**src/rtl/sdma_pkg.sv**
```systemverilog
package sdma_pkg;

   // Engine phase: a beat is one FETCH cycle followed by one STORE cycle
   typedef enum logic [1:0] {
      ST_IDLE  = 2'd0,
      ST_FETCH = 2'd1,
      ST_STORE = 2'd2
   } sdma_state_e;

endpackage

```
**src/rtl/sdma_row_seq.sv**
```systemverilog
module sdma_row_seq #(
   parameter int LEN_W      = 12,
   parameter int CNT_W      = 8,
   parameter int BEAT_BYTES = 8
) (
   input  logic             clk,
   input  logic             rst_n,
   input  logic             load,
   input  logic             step,
   input  logic [LEN_W-1:0] len_in,
   input  logic [CNT_W-1:0] cnt_in,
   output logic             row_end,
   output logic             last_row
);
   localparam int ALIGN_B = $clog2(BEAT_BYTES);
   localparam logic [LEN_W-1:0] LOW_ONES = LEN_W'((1 << ALIGN_B) - 1);

   logic [LEN_W-1:0] len_q;
   logic [LEN_W-1:0] off_q;
   logic [CNT_W-1:0] rows_q;
   logic [CNT_W-1:0] row_q;

   // a row ends when the beat offset reaches the rounded-up row length
   assign row_end  = (off_q | LOW_ONES) == (len_q | LOW_ONES);
   assign last_row = (row_q == rows_q);

   always_ff @(posedge clk or negedge rst_n) begin
      if (!rst_n) begin
         len_q  <= '0;
         off_q  <= '0;
         rows_q <= '0;
         row_q  <= '0;
      end else if (load) begin
         len_q  <= len_in;
         rows_q <= cnt_in;
         off_q  <= '0;
         row_q  <= '0;
      end else if (step) begin
         if (row_end) begin
            off_q <= '0;
            row_q <= row_q + 1'b1;
         end else begin
            off_q <= off_q + LEN_W'(BEAT_BYTES);
         end
      end
   end

   // the row index never passes the programmed count while stepping
   a_r2_row_bound: assert property (@(posedge clk) disable iff (!rst_n)
      (step && !last_row) |=> (row_q <= rows_q));

endmodule

```
**src/rtl/sdma_addr_gen.sv**
```systemverilog
module sdma_addr_gen #(
   parameter int DRAM_AW    = 24,
   parameter int LM_AW      = 12,
   parameter int SKIP_W     = 12,
   parameter int BEAT_BYTES = 8
) (
   input  logic               clk,
   input  logic               rst_n,
   input  logic               load,
   input  logic               step,
   input  logic               row_end,
   input  logic               last_row,
   input  logic [DRAM_AW-1:0] dram_start,
   input  logic [LM_AW-1:0]   lm_start,
   input  logic [SKIP_W-1:0]  skip_in,
   output logic [DRAM_AW-1:0] dram_cur,
   output logic [LM_AW-1:0]   lm_cur,
   output logic [DRAM_AW-1:0] dram_nxt,
   output logic [LM_AW-1:0]   lm_nxt
);
   localparam int ALIGN_B = $clog2(BEAT_BYTES);
   localparam logic [DRAM_AW-1:0] D_MASK = ~DRAM_AW'((1 << ALIGN_B) - 1);
   localparam logic [LM_AW-1:0]   L_MASK = ~LM_AW'((1 << ALIGN_B) - 1);

   logic [SKIP_W-1:0]  skip_q;
   logic [DRAM_AW-1:0] skip_ext;
   logic [DRAM_AW-1:0] gap;

   // pick how the skip field maps onto the DRAM address width
   generate
      if (SKIP_W >= DRAM_AW) begin : g_skip_trunc
         assign skip_ext = skip_q[DRAM_AW-1:0];
      end else begin : g_skip_zext
         assign skip_ext = {{(DRAM_AW-SKIP_W){1'b0}}, skip_q};
      end
   endgenerate

   assign gap      = (row_end && !last_row) ? skip_ext : '0;
   assign dram_nxt = (dram_cur + DRAM_AW'(BEAT_BYTES) + gap) & D_MASK;
   assign lm_nxt   = (lm_cur + LM_AW'(BEAT_BYTES)) & L_MASK;

   always_ff @(posedge clk or negedge rst_n) begin
      if (!rst_n) begin
         dram_cur <= '0;
         lm_cur   <= '0;
         skip_q   <= '0;
      end else if (load) begin
         dram_cur <= dram_start & D_MASK;
         lm_cur   <= lm_start & L_MASK;
         skip_q   <= skip_in;
      end else if (step) begin
         dram_cur <= dram_nxt;
         lm_cur   <= lm_nxt;
      end
   end

   // inside a row the DRAM cursor moves by exactly one beat
   a_r5_in_row_stride: assert property (@(posedge clk) disable iff (!rst_n)
      (step && !row_end && !load) |=> (dram_cur == $past(dram_cur) + DRAM_AW'(BEAT_BYTES)));

   // the local cursor moves one beat per step, wrapping in its window
   a_r4_lm_stride: assert property (@(posedge clk) disable iff (!rst_n)
      (step && !load) |=> (lm_cur == LM_AW'($past(lm_cur) + LM_AW'(BEAT_BYTES))));

endmodule

```
**src/rtl/sdma_engine.sv**
```systemverilog
module sdma_engine
   import sdma_pkg::*;
#(
   parameter int DRAM_AW    = 24,
   parameter int LM_AW      = 12,
   parameter int LEN_W      = 12,
   parameter int CNT_W      = 8,
   parameter int SKIP_W     = 12,
   parameter int BEAT_BYTES = 8,
   localparam int DW        = BEAT_BYTES * 8,
   localparam int CFG_W     = LEN_W + CNT_W + SKIP_W
) (
   input  logic               clk,
   input  logic               rst_n,
   input  logic               start,
   input  logic               to_dram,
   input  logic [LM_AW:0]     shd_lm_addr,
   input  logic [DRAM_AW-1:0] shd_dram_addr,
   input  logic [CFG_W-1:0]   xfer_cfg,
   output logic               busy,
   output logic [LM_AW:0]     live_lm_addr,
   output logic [DRAM_AW-1:0] live_dram_addr,
   output logic [CFG_W-1:0]   cfg_rd,
   output logic               dram_req,
   output logic               dram_we,
   output logic [DRAM_AW-1:0] dram_addr,
   output logic [DW-1:0]      dram_wdata,
   input  logic [DW-1:0]      dram_rdata,
   output logic               lm_req,
   output logic               lm_we,
   output logic               lm_isel,
   output logic [LM_AW-1:0]   lm_addr,
   output logic [DW-1:0]      lm_wdata,
   input  logic [DW-1:0]      lm_rdata
);
   localparam int ALIGN_B = $clog2(BEAT_BYTES);
   localparam logic [LEN_W-1:0] LEN_DONE = {{(LEN_W-ALIGN_B){1'b1}}, {ALIGN_B{1'b0}}};

   // elaboration-time parameter checks
   generate
      if ((1 << ALIGN_B) != BEAT_BYTES) begin : g_chk_beat
         $error("BEAT_BYTES must be a power of two");
      end
      if (LEN_W > LM_AW) begin : g_chk_len
         $error("row length field wider than local window");
      end
      if (ALIGN_B >= LEN_W) begin : g_chk_align
         $error("length field narrower than beat alignment");
      end
   endgenerate

   sdma_state_e        state_q;
   logic               dir_q;
   logic               sel_q;
   logic [CFG_W-1:0]   cfg_q;
   logic [DRAM_AW-1:0] live_dram_q;
   logic [LM_AW:0]     live_lm_q;

   logic               load, step, done;
   logic               row_end, last_row;
   logic [DRAM_AW-1:0] dram_cur, dram_nxt;
   logic [LM_AW-1:0]   lm_cur, lm_nxt;

   assign load = (state_q == ST_IDLE) && start;
   assign step = (state_q == ST_STORE);
   assign done = step && row_end && last_row;

   sdma_row_seq #(
      .LEN_W      (LEN_W),
      .CNT_W      (CNT_W),
      .BEAT_BYTES (BEAT_BYTES)
   ) u_seq (
      .clk      (clk),
      .rst_n    (rst_n),
      .load     (load),
      .step     (step),
      .len_in   (xfer_cfg[LEN_W-1:0]),
      .cnt_in   (xfer_cfg[LEN_W +: CNT_W]),
      .row_end  (row_end),
      .last_row (last_row)
   );

   sdma_addr_gen #(
      .DRAM_AW    (DRAM_AW),
      .LM_AW      (LM_AW),
      .SKIP_W     (SKIP_W),
      .BEAT_BYTES (BEAT_BYTES)
   ) u_addr (
      .clk        (clk),
      .rst_n      (rst_n),
      .load       (load),
      .step       (step),
      .row_end    (row_end),
      .last_row   (last_row),
      .dram_start (shd_dram_addr),
      .lm_start   (shd_lm_addr[LM_AW-1:0]),
      .skip_in    (xfer_cfg[CFG_W-1 -: SKIP_W]),
      .dram_cur   (dram_cur),
      .lm_cur     (lm_cur),
      .dram_nxt   (dram_nxt),
      .lm_nxt     (lm_nxt)
   );

   always_ff @(posedge clk or negedge rst_n) begin
      if (!rst_n) begin
         state_q     <= ST_IDLE;
         dir_q       <= 1'b0;
         sel_q       <= 1'b0;
         cfg_q       <= '0;
         live_dram_q <= '0;
         live_lm_q   <= '0;
      end else begin
         case (state_q)
            ST_IDLE: begin
               if (start) begin
                  state_q <= ST_FETCH;
                  dir_q   <= to_dram;
                  sel_q   <= shd_lm_addr[LM_AW];
                  cfg_q   <= xfer_cfg;
               end
            end
            ST_FETCH: state_q <= ST_STORE;
            ST_STORE: begin
               if (done) begin
                  state_q     <= ST_IDLE;
                  live_dram_q <= dram_nxt;
                  live_lm_q   <= {sel_q, lm_nxt};
                  cfg_q       <= {cfg_q[CFG_W-1 -: SKIP_W], {CNT_W{1'b0}}, LEN_DONE};
               end else begin
                  state_q <= ST_FETCH;
               end
            end
            default: state_q <= ST_IDLE;
         endcase
      end
   end

   logic fetch_ph, store_ph;
   assign fetch_ph = (state_q == ST_FETCH);
   assign store_ph = (state_q == ST_STORE);

   always_comb begin
      dram_req = (fetch_ph && !dir_q) || (store_ph && dir_q);
      dram_we  = store_ph && dir_q;
      lm_req   = (fetch_ph && dir_q) || (store_ph && !dir_q);
      lm_we    = store_ph && !dir_q;
   end

   assign dram_addr      = dram_cur;
   assign lm_addr        = lm_cur;
   assign lm_isel        = sel_q;
   assign dram_wdata     = lm_rdata;
   assign lm_wdata       = dram_rdata;
   assign busy           = (state_q != ST_IDLE);
   assign live_dram_addr = live_dram_q;
   assign live_lm_addr   = live_lm_q;
   assign cfg_rd         = cfg_q;

   // an accepted start raises busy on the next cycle
   a_r9_busy_rise: assert property (@(posedge clk) disable iff (!rst_n)
      (!busy && start) |=> busy);

   // every port address is beat aligned
   a_r3_dram_aligned: assert property (@(posedge clk) disable iff (!rst_n)
      dram_req |-> (dram_addr[ALIGN_B-1:0] == '0));

   // at most one memory is written in any cycle
   a_r6_single_dest: assert property (@(posedge clk) disable iff (!rst_n)
      $onehot0({dram_req && dram_we, lm_req && lm_we}));

   // completion leaves the fixed length pattern and a zero count
   a_r8_done_pattern: assert property (@(posedge clk) disable iff (!rst_n)
      $fell(busy) |-> (cfg_rd[LEN_W+CNT_W-1:0] == {{CNT_W{1'b0}}, LEN_DONE}));

   // configuration readback cannot change mid-transfer
   a_r10_cfg_hold: assert property (@(posedge clk) disable iff (!rst_n)
      (busy && $past(busy)) |-> $stable(cfg_rd));

   // live addresses only move on completion
   a_r7_live_hold: assert property (@(posedge clk) disable iff (!rst_n)
      (busy && $past(busy)) |-> ($stable(live_dram_addr) && $stable(live_lm_addr)));

endmodule

```
**config.mk**
```make
export PLATFORM = sky130hd
export DESIGN_NAME = sdma_engine
export DESIGN_NICKNAME = d
export VERILOG_FILES = /design/src/rtl/sdma_pkg.sv /design/src/rtl/sdma_row_seq.sv /design/src/rtl/sdma_addr_gen.sv /design/src/rtl/sdma_engine.sv
export SDC_FILE = /design/constraint.sdc
export NUM_CORES = 1
export LEC_CHECK = 0
export ABC_CLOCK_PERIOD_IN_PS = 4200
export BUFFER_PORTS_ARGS = -buffer_cell sky130_fd_sc_hd__buf_2
export CAP_MARGIN = 20
export CORE_AREA = 2 2 171 173
export CTS_CLUSTER_DIAMETER = 60
export DETAILED_ROUTE_END_ITERATION = 7
export DIE_AREA = 0 0 173 175
export GPL_TIMING_DRIVEN = 0
export MAX_ROUTING_LAYER = met4
export PLACE_DENSITY = 0.6
export SETUP_SLACK_MARGIN = 0.05
export SLEW_MARGIN = 30
export SYNTH_ARGS = -nofsm -noshare
export SYNTH_HDL_FRONTEND = slang
export SYNTH_SLANG_ARGS = --single-unit
```
**constraint.sdc**
```tcl
create_clock -name clk -period 4.2 [get_ports clk]
set_input_delay 1.05 -clock clk [delete_from_list [all_inputs] [get_ports clk]]
set_output_delay 1.05 -clock clk [all_outputs]
set_load 0.1 [all_outputs]
```
==> Word-level counts from Yosys, hierarchy flattened <==
Index checks and enable logic that the tools add are counted.
{ "totals": {"ff_bits": 155, "inputBits": 201, "out_inout_bits": 239, "elab_cells": 65} }
{ "classes": {"addsub": 5, "n_eq_ne": 6, "n_mux": 17, "bitwise": 1, "n_reduce_logical": 22} }
{ "ops": {"columns": ["operator", "count"], "rows": [
  ["12-bit two-way mux", 6],
  ["32-bit case mux with 2 select lines", 1],
  ["24-bit two-way mux", 2],
  ["32-bit two-way mux", 1],
  ["12-bit by 4-bit adder with 12-bit output (second input constant)", 2],
  ["24-bit adder", 1],
  ["24-bit by 4-bit adder with 24-bit output (second input constant)", 1],
  ["8-bit two-way mux", 3],
  ["20-bit two-way mux", 1],
  ["9-bit equality test", 1],
  ["8-bit by 1-bit adder with 8-bit output (second input constant)", 1],
  ["8-bit equality test", 1],
  ["1-bit logical AND", 8],
  ["2-bit nonzero test", 4],
  ["2-bit case mux with 3 select lines", 1],
  ["2-bit AND reduction", 3],
  ["3-bit AND reduction", 2],
  ["2-bit by 1-bit equality test with 1-bit output (second input constant)", 1],
  ["2-bit equality test (second input constant)", 1],
  ["1-bit logical NOT", 2],
  ["2-bit logical NOT", 1],
  ["1-bit logical OR", 2],
  ["2-bit two-way mux", 1],
  ["2-bit by 1-bit inequality test with 1-bit output (second input constant)", 1],
  ["3 further kinds", 3]
]} }

==> Depth between registers and ports, before layout <==
{ "logic_depth": {"depth_word": 7, "ltp_mapped": 15, "ltp_nobuf": 14} }

==> Modules after synthesis <==
From an unflattened synthesis, not the netlist that was laid out.
{ "unflattened": {"cells_unflattened": 848, "area_unflattened_um2": 8913.5} }
{ "by_module_without_submodules": {"columns": ["module", "n_inst", "cells_each", "area_per_inst_um2", "seq_area_each_um2"], "rows": [
  ["sdma_engine", 1, 331, 3976.3, 1826.8],
  ["sdma_addr_gen", 1, 360, 3100.5, 975.9],
  ["sdma_row_seq", 1, 157, 1836.8, 850.8]
]} }

==> Worst setup path after synthesis <==
No wires, ideal clock.
{ "synth_path": {"kind": "flip-flop to output port", "startpoint": "register state_q[0]", "endpoint": "output port lm_req", "t_arrival_ns": 3.104, "required_ns": 3.150, "slack_ns": 0.046, "path_stages_with_launch": 7, "n_path_buf": 3, "path_cell_list": "dfrtp_1 > nand2b_1 > clkbuf_1 > clkbuf_1 > buf_1 > nor2_1 > a21o_1"} }
{ "synth_via": {"elab_chain_len": 3, "elab_cells_between_ends": 5, "cone_classes": "eq/ne: 2; reduce/logical: 3"} }
{ "synth_rtl": {"columns": ["element", "line", "text"], "rows": [
  ["start, declared", "sdma_engine.sv:52", "sdma_state_e state_q;"],
  ["start signal, assigned", "sdma_engine.sv:106", "state_q <= ST_IDLE;"],
  ["start signal, assigned", "sdma_engine.sv:116", "state_q <= ST_FETCH;"],
  ["start signal, assigned", "sdma_engine.sv:122", "ST_FETCH: state_q <= ST_STORE;"],
  ["2-bit equality test", "sdma_engine.sv:140", "assign store_ph = (state_q == ST_STORE);"],
  ["1-bit logical AND", null, null],
  ["named net lm_we", "sdma_engine.sv:30", "output logic lm_we,"],
  ["1-bit logical OR", "sdma_engine.sv:145", "lm_req = (fetch_ph && dir_q) || (store_ph && !dir_q);"],
  ["end, declared", "sdma_engine.sv:29", "output logic lm_req,"]
]} }
The timed path passes the listed nets, and every way through them passes these cells.

==> Worst setup path after layout <==
{ "layout_path": {"startpoint": "register u_seq.row_q[0]", "endpoint": "register u_addr.dram_cur[18]"} }
{ "layout_via": {"elab_chain_len": 7} }
{ "layout_rtl": {"columns": ["element", "line", "text"], "rows": [
  ["start, declared", "sdma_row_seq.sv:21", "logic [CNT_W-1:0] row_q;"],
  ["start signal, assigned", "sdma_row_seq.sv:41", "row_q <= row_q + 1'b1;"],
  ["8-bit equality test", "sdma_row_seq.sv:25", "assign last_row = (row_q == rows_q);"],
  ["1-bit logical NOT", "sdma_addr_gen.sv:38", "assign gap = (row_end && !last_row) ? skip_ext : '0;"],
  ["1-bit logical AND", "sdma_addr_gen.sv:38", null],
  ["12-bit two-way mux", "sdma_addr_gen.sv:38", null],
  ["24-bit adder", "sdma_addr_gen.sv:39", "assign dram_nxt = (dram_cur + DRAM_AW'(BEAT_BYTES) + gap) & D_MASK;"],
  ["24-bit two-way mux", "sdma_addr_gen.sv:51", "end else if (step) begin"],
  ["24-bit two-way mux", "sdma_addr_gen.sv:47", "end else if (load) begin"],
  ["end signal, assigned", "sdma_addr_gen.sv:48", "dram_cur <= dram_start & D_MASK;"],
  ["end signal, assigned", "sdma_addr_gen.sv:52", "dram_cur <= dram_nxt;"],
  ["end, declared", "sdma_addr_gen.sv:16", "output logic [DRAM_AW-1:0] dram_cur,"]
]} }
No other way between the ends. The select of a mux whose other input is x is not followed.
A chain may end at the register's enable or synchronous reset.

==> impl_results.md <==
- Pre-Repair DR Iteration Count: 7
- Area leader, netlist: dfrtp_1
- Slew headroom: 0.505
- Peak supply drop: between 0.2 and 0.25 mV
- Num ports: 440
- Number of CTS-inserted buffers: 17
- First-pass GRT wire length: approximately 37 mm
- Aggregate global routing overflow: 0
- Clock Pin Slew Worst Setup and Hold Paths: 0.06 ns
- RSZ-0062 raised after global routing: false
- Gate Count Post-Synth: 850
- Die area: 0.0303 sq mm
- Die width: ~170 um
- Top cell type's share of synthesized area: 0.450
- Crit path DAT: 4.27 ns
- Unique masters post-synth: 56
- NetSw: 1.22 mW
- Hold Path Class: reg -> reg
- Worst skew pair latency: 0.42 ns
- Final period utilization: 0.946
- WS Path Type: reg -> reg
- Post-DP Area: 0.00984 sq mm
- Max FO, Critical Path: 10
- Total of flip-flops plus latches after synthesis: 140
- Most used flip-flop cell after synthesis: dfrtp_1
- Max-Cap Viols: 0
- Synthesized area: between 0.007 and 0.008 sq mm
- Sequential element share of the synthesized area: 0.450
- GRT Total Usage: 0.162
- Clock share of power: 0.426
- Clock Path Buffers: 2
- Outcome: completed
- Routed Antenna Nets: 0
- H-tree levels: 4
- CP max stage delay: between 0.4 and 0.5 ns
- Drt wl/cell: approximately 16 um
- Switching share of power: 0.334
- Final TNS setup: 0 ns
- Int Pwr: 2.44 mW
- Critical path, cell by cell: xor2_1 > nor4_2 > nand2_1 > clkbuf_2 > and3_1 > ha_1 > ha_1 > fa_1 > a211oi_1 > nor2_1 > a221oi_4 > nand2b_4 > nor4_1 > a221o_1
- Final number of hold-violating endpoints: 0
- Fill cell count: slightly below 3000
- Lkg Pwr: 5.73 nW
- Seq pwr share: 0.369
- Routed WL: between 20 and 25 mm
- Worst Skew: 0.0128 ns
- Worst path slowest cell: dfrtp_1
- # nets final: 1399
- Max Fclk: between 200 and 300 MHz
- Area of the multi-input gates: about 0.0031 sq mm
- Root Buffer: clkbuf_16
- Min-Delay Path Depth: 2
- Core area: 0.0284 sq mm
- Fin crit period: just under 4 ns
- Area contributors post-synth: dfrtp_1 45%, buf_4 14%, nand2_1 9.5%, o21ai_0 4.2%, ha_1 3.4%
- Largest net degree at the start of global routing: 57
- Most common cell after layout, fill and taps aside: buf_2
- Final instance area: about 0.011 sq mm
- CTS sink cnt: 140
- Seq. cell area: 0.00350 sq mm
- CP startpoint kind: flop
- Worst Path Required: 4.50 ns
- Row cnt: 62
- CP most frequent cell: ha_1
- Combinational share of power: 0.205
- R2R depth: 14
- Vias in the first global route: 6553
- Vias/cell: ~4.4
- Port bufs: 293
- Commonest non-fill, non-tap cells in the layout: 293 x buf_2, 197 x nand2_1, 142 x buf_4
- Area Growth Syn to Fin: 34.8%
- Initial drt markers: 399
- Die H: between 150 and 200 um
- Share of synthesized flip-flops with an asynchronous set or reset: 1.00
- Worst setup EP type: flop
- Cells after DPL: 1540
- TritonCTS clock tree: built
- Slew @ Worst Pin: 0.743 ns
- Setup violators final: 0
- Syn avg cell area: 9.16 sq um
- Post-synth EDFFs: 0
- Final Non-Filler Cells: approximately 1600
- Power density cells: 348 mW/mm^2
- Synth warnings: 0
- Initial antenna violation count: 4
- GP Congestion: 0.815
- Initial core utilization: 0.274
- Fraction of layout cells with a size suffix above 1: 0.410
- Vias: 6873
- Detail Placement HPWL: 19.1 mm
- DR DRC count: 0
- Max Slew Vio Count: 0
==> layout make-up <==
cell class                 count  area share
antenna                        3    0.000715
buffer                       173       0.113
clock buffer                  18      0.0409
clock inverter                14      0.0160
inverter                      11     0.00393
multi-input combinational    537       0.299
sequential                   140       0.334
tap                          384      0.0458
timing repair buffer         296       0.147
==> kinds of logic (layout without fill, tap and decap cells) <==
group | count (synthesis) | after routing | share of synthesized area
DFF | 140 | 140 | 0.450
xor gates and xnor gates | 50 | 50 | 0.0562
adders and majority gates | 22 | 22 | 0.0363
muxes | 2 | 2 | 0.00273
buffers and inverters | 184 | 512 | 0.158
AOI/OAI and AO/OA | 141 | 141 | 0.120
and+or+nand+nor | 310 | 310 | 0.176
other | 1 | 15 | 0.000481
==> metrics by stage <==
stage | setup WS [ns] | total power, mW | hold WS [ns] | utilization
5_1_grt | 0.0500 | 3.78 | 0.490 | 0.370
6_report | 0.228 | 3.65 | 0.459 | 0.370
3_5_place_dp | -0.409 | 2.13 | 0.451 | 0.347
4_1_cts | 0.0871 | 3.71 | 0.465 | 0.369
2_1_floorplan | 0.509 | 2.00 | 0.438 | -
3_3_place_gp | -0.331 | 2.12 | 0.450 | 0.344
==> flip-flops by register name, indices dropped and copies added, names as in the netlist, 2 cells and up <==
signal           count
cfg_rd              32
u_addr.dram_cur     21
u_seq.rows_q         8
live_lm_addr        10
u_seq.len_q          9
u_addr.lm_cur        9
live_dram_addr      21
u_seq.off_q          9
u_seq.row_q          8
u_addr.skip_q        9
state_q              2
==> routing by layer <==
metal / vias to the layer above / track usage / wire, um
met5: - / - / 0
met4: 0 / 0.0385 / 262
met3: 17 / 0.0420 / 1730
met2: 297 / 0.272 / 12100
met1: 3189 / 0.195 / 10300
li1: 3370 / - / -
==> power by group through the flow <==
stage / logic [mW] / registers [mW] / clock network, mW
6_report: 0.750 / 1.35 / 1.56
4_1_cts: 0.755 / 1.35 / 1.60
3_3_place_gp: 0.746 / 1.37 / 0
3_5_place_dp: 0.755 / 1.37 / 0
2_1_floorplan: 0.631 / 1.37 / 0
5_1_grt: 0.772 / 1.35 / 1.66
==> cells in the mapped netlist, drive strengths merged (10+ instances only) <==
master  count
inv        11
nand3      12
nor2       33
dfrtp     140
o21ai      66
ha         21
a21oi      16
xnor2      26
clkbuf     24
buf       149
nor2b      10
and3       20
xor2       24
nand2     197
nor3       10
==> path summary, 6_finish.rpt <==
check / to / startpoint / slack (ns)
max in group asynchronous: u_addr.dram_cur[18] / rst_n / 2.81
hold reg to reg: live_dram_addr[5] / live_dram_addr[5] / 0.46
setup reg to reg: u_addr.dram_cur[18] / u_seq.row_q[0] / 0.23
setup / recovery: u_addr.dram_cur[18] / u_seq.row_q[0] / 0.23
min in group asynchronous: cfg_rd[22] / rst_n / 0.52
hold / removal: live_dram_addr[5] / live_dram_addr[5] / 0.46
==> critical path, delay by kind of cell, from the launching register on <==
family                     cells  cell delay (ns)
adders and majority gates      3             0.94
and+or+nand+nor                6             1.10
buffers and inverters          1             0.21
xor gates and xnor gates       1             0.18
AOI/OAI and AO/OA              3             0.95
DFF                            1             0.47
==> repair_timing <==
item | in CTS | in global routing
gates resized for setup | 4 | 5
endpoints found under the hold margin | 0 | 0
endpoints found under the setup margin | 11 | 7
buffers inserted | 1 | 0
pin swaps | 1 | 1
hold buffers | 0 | 0
Note: power is estimated with default switching activity, not from simulation.
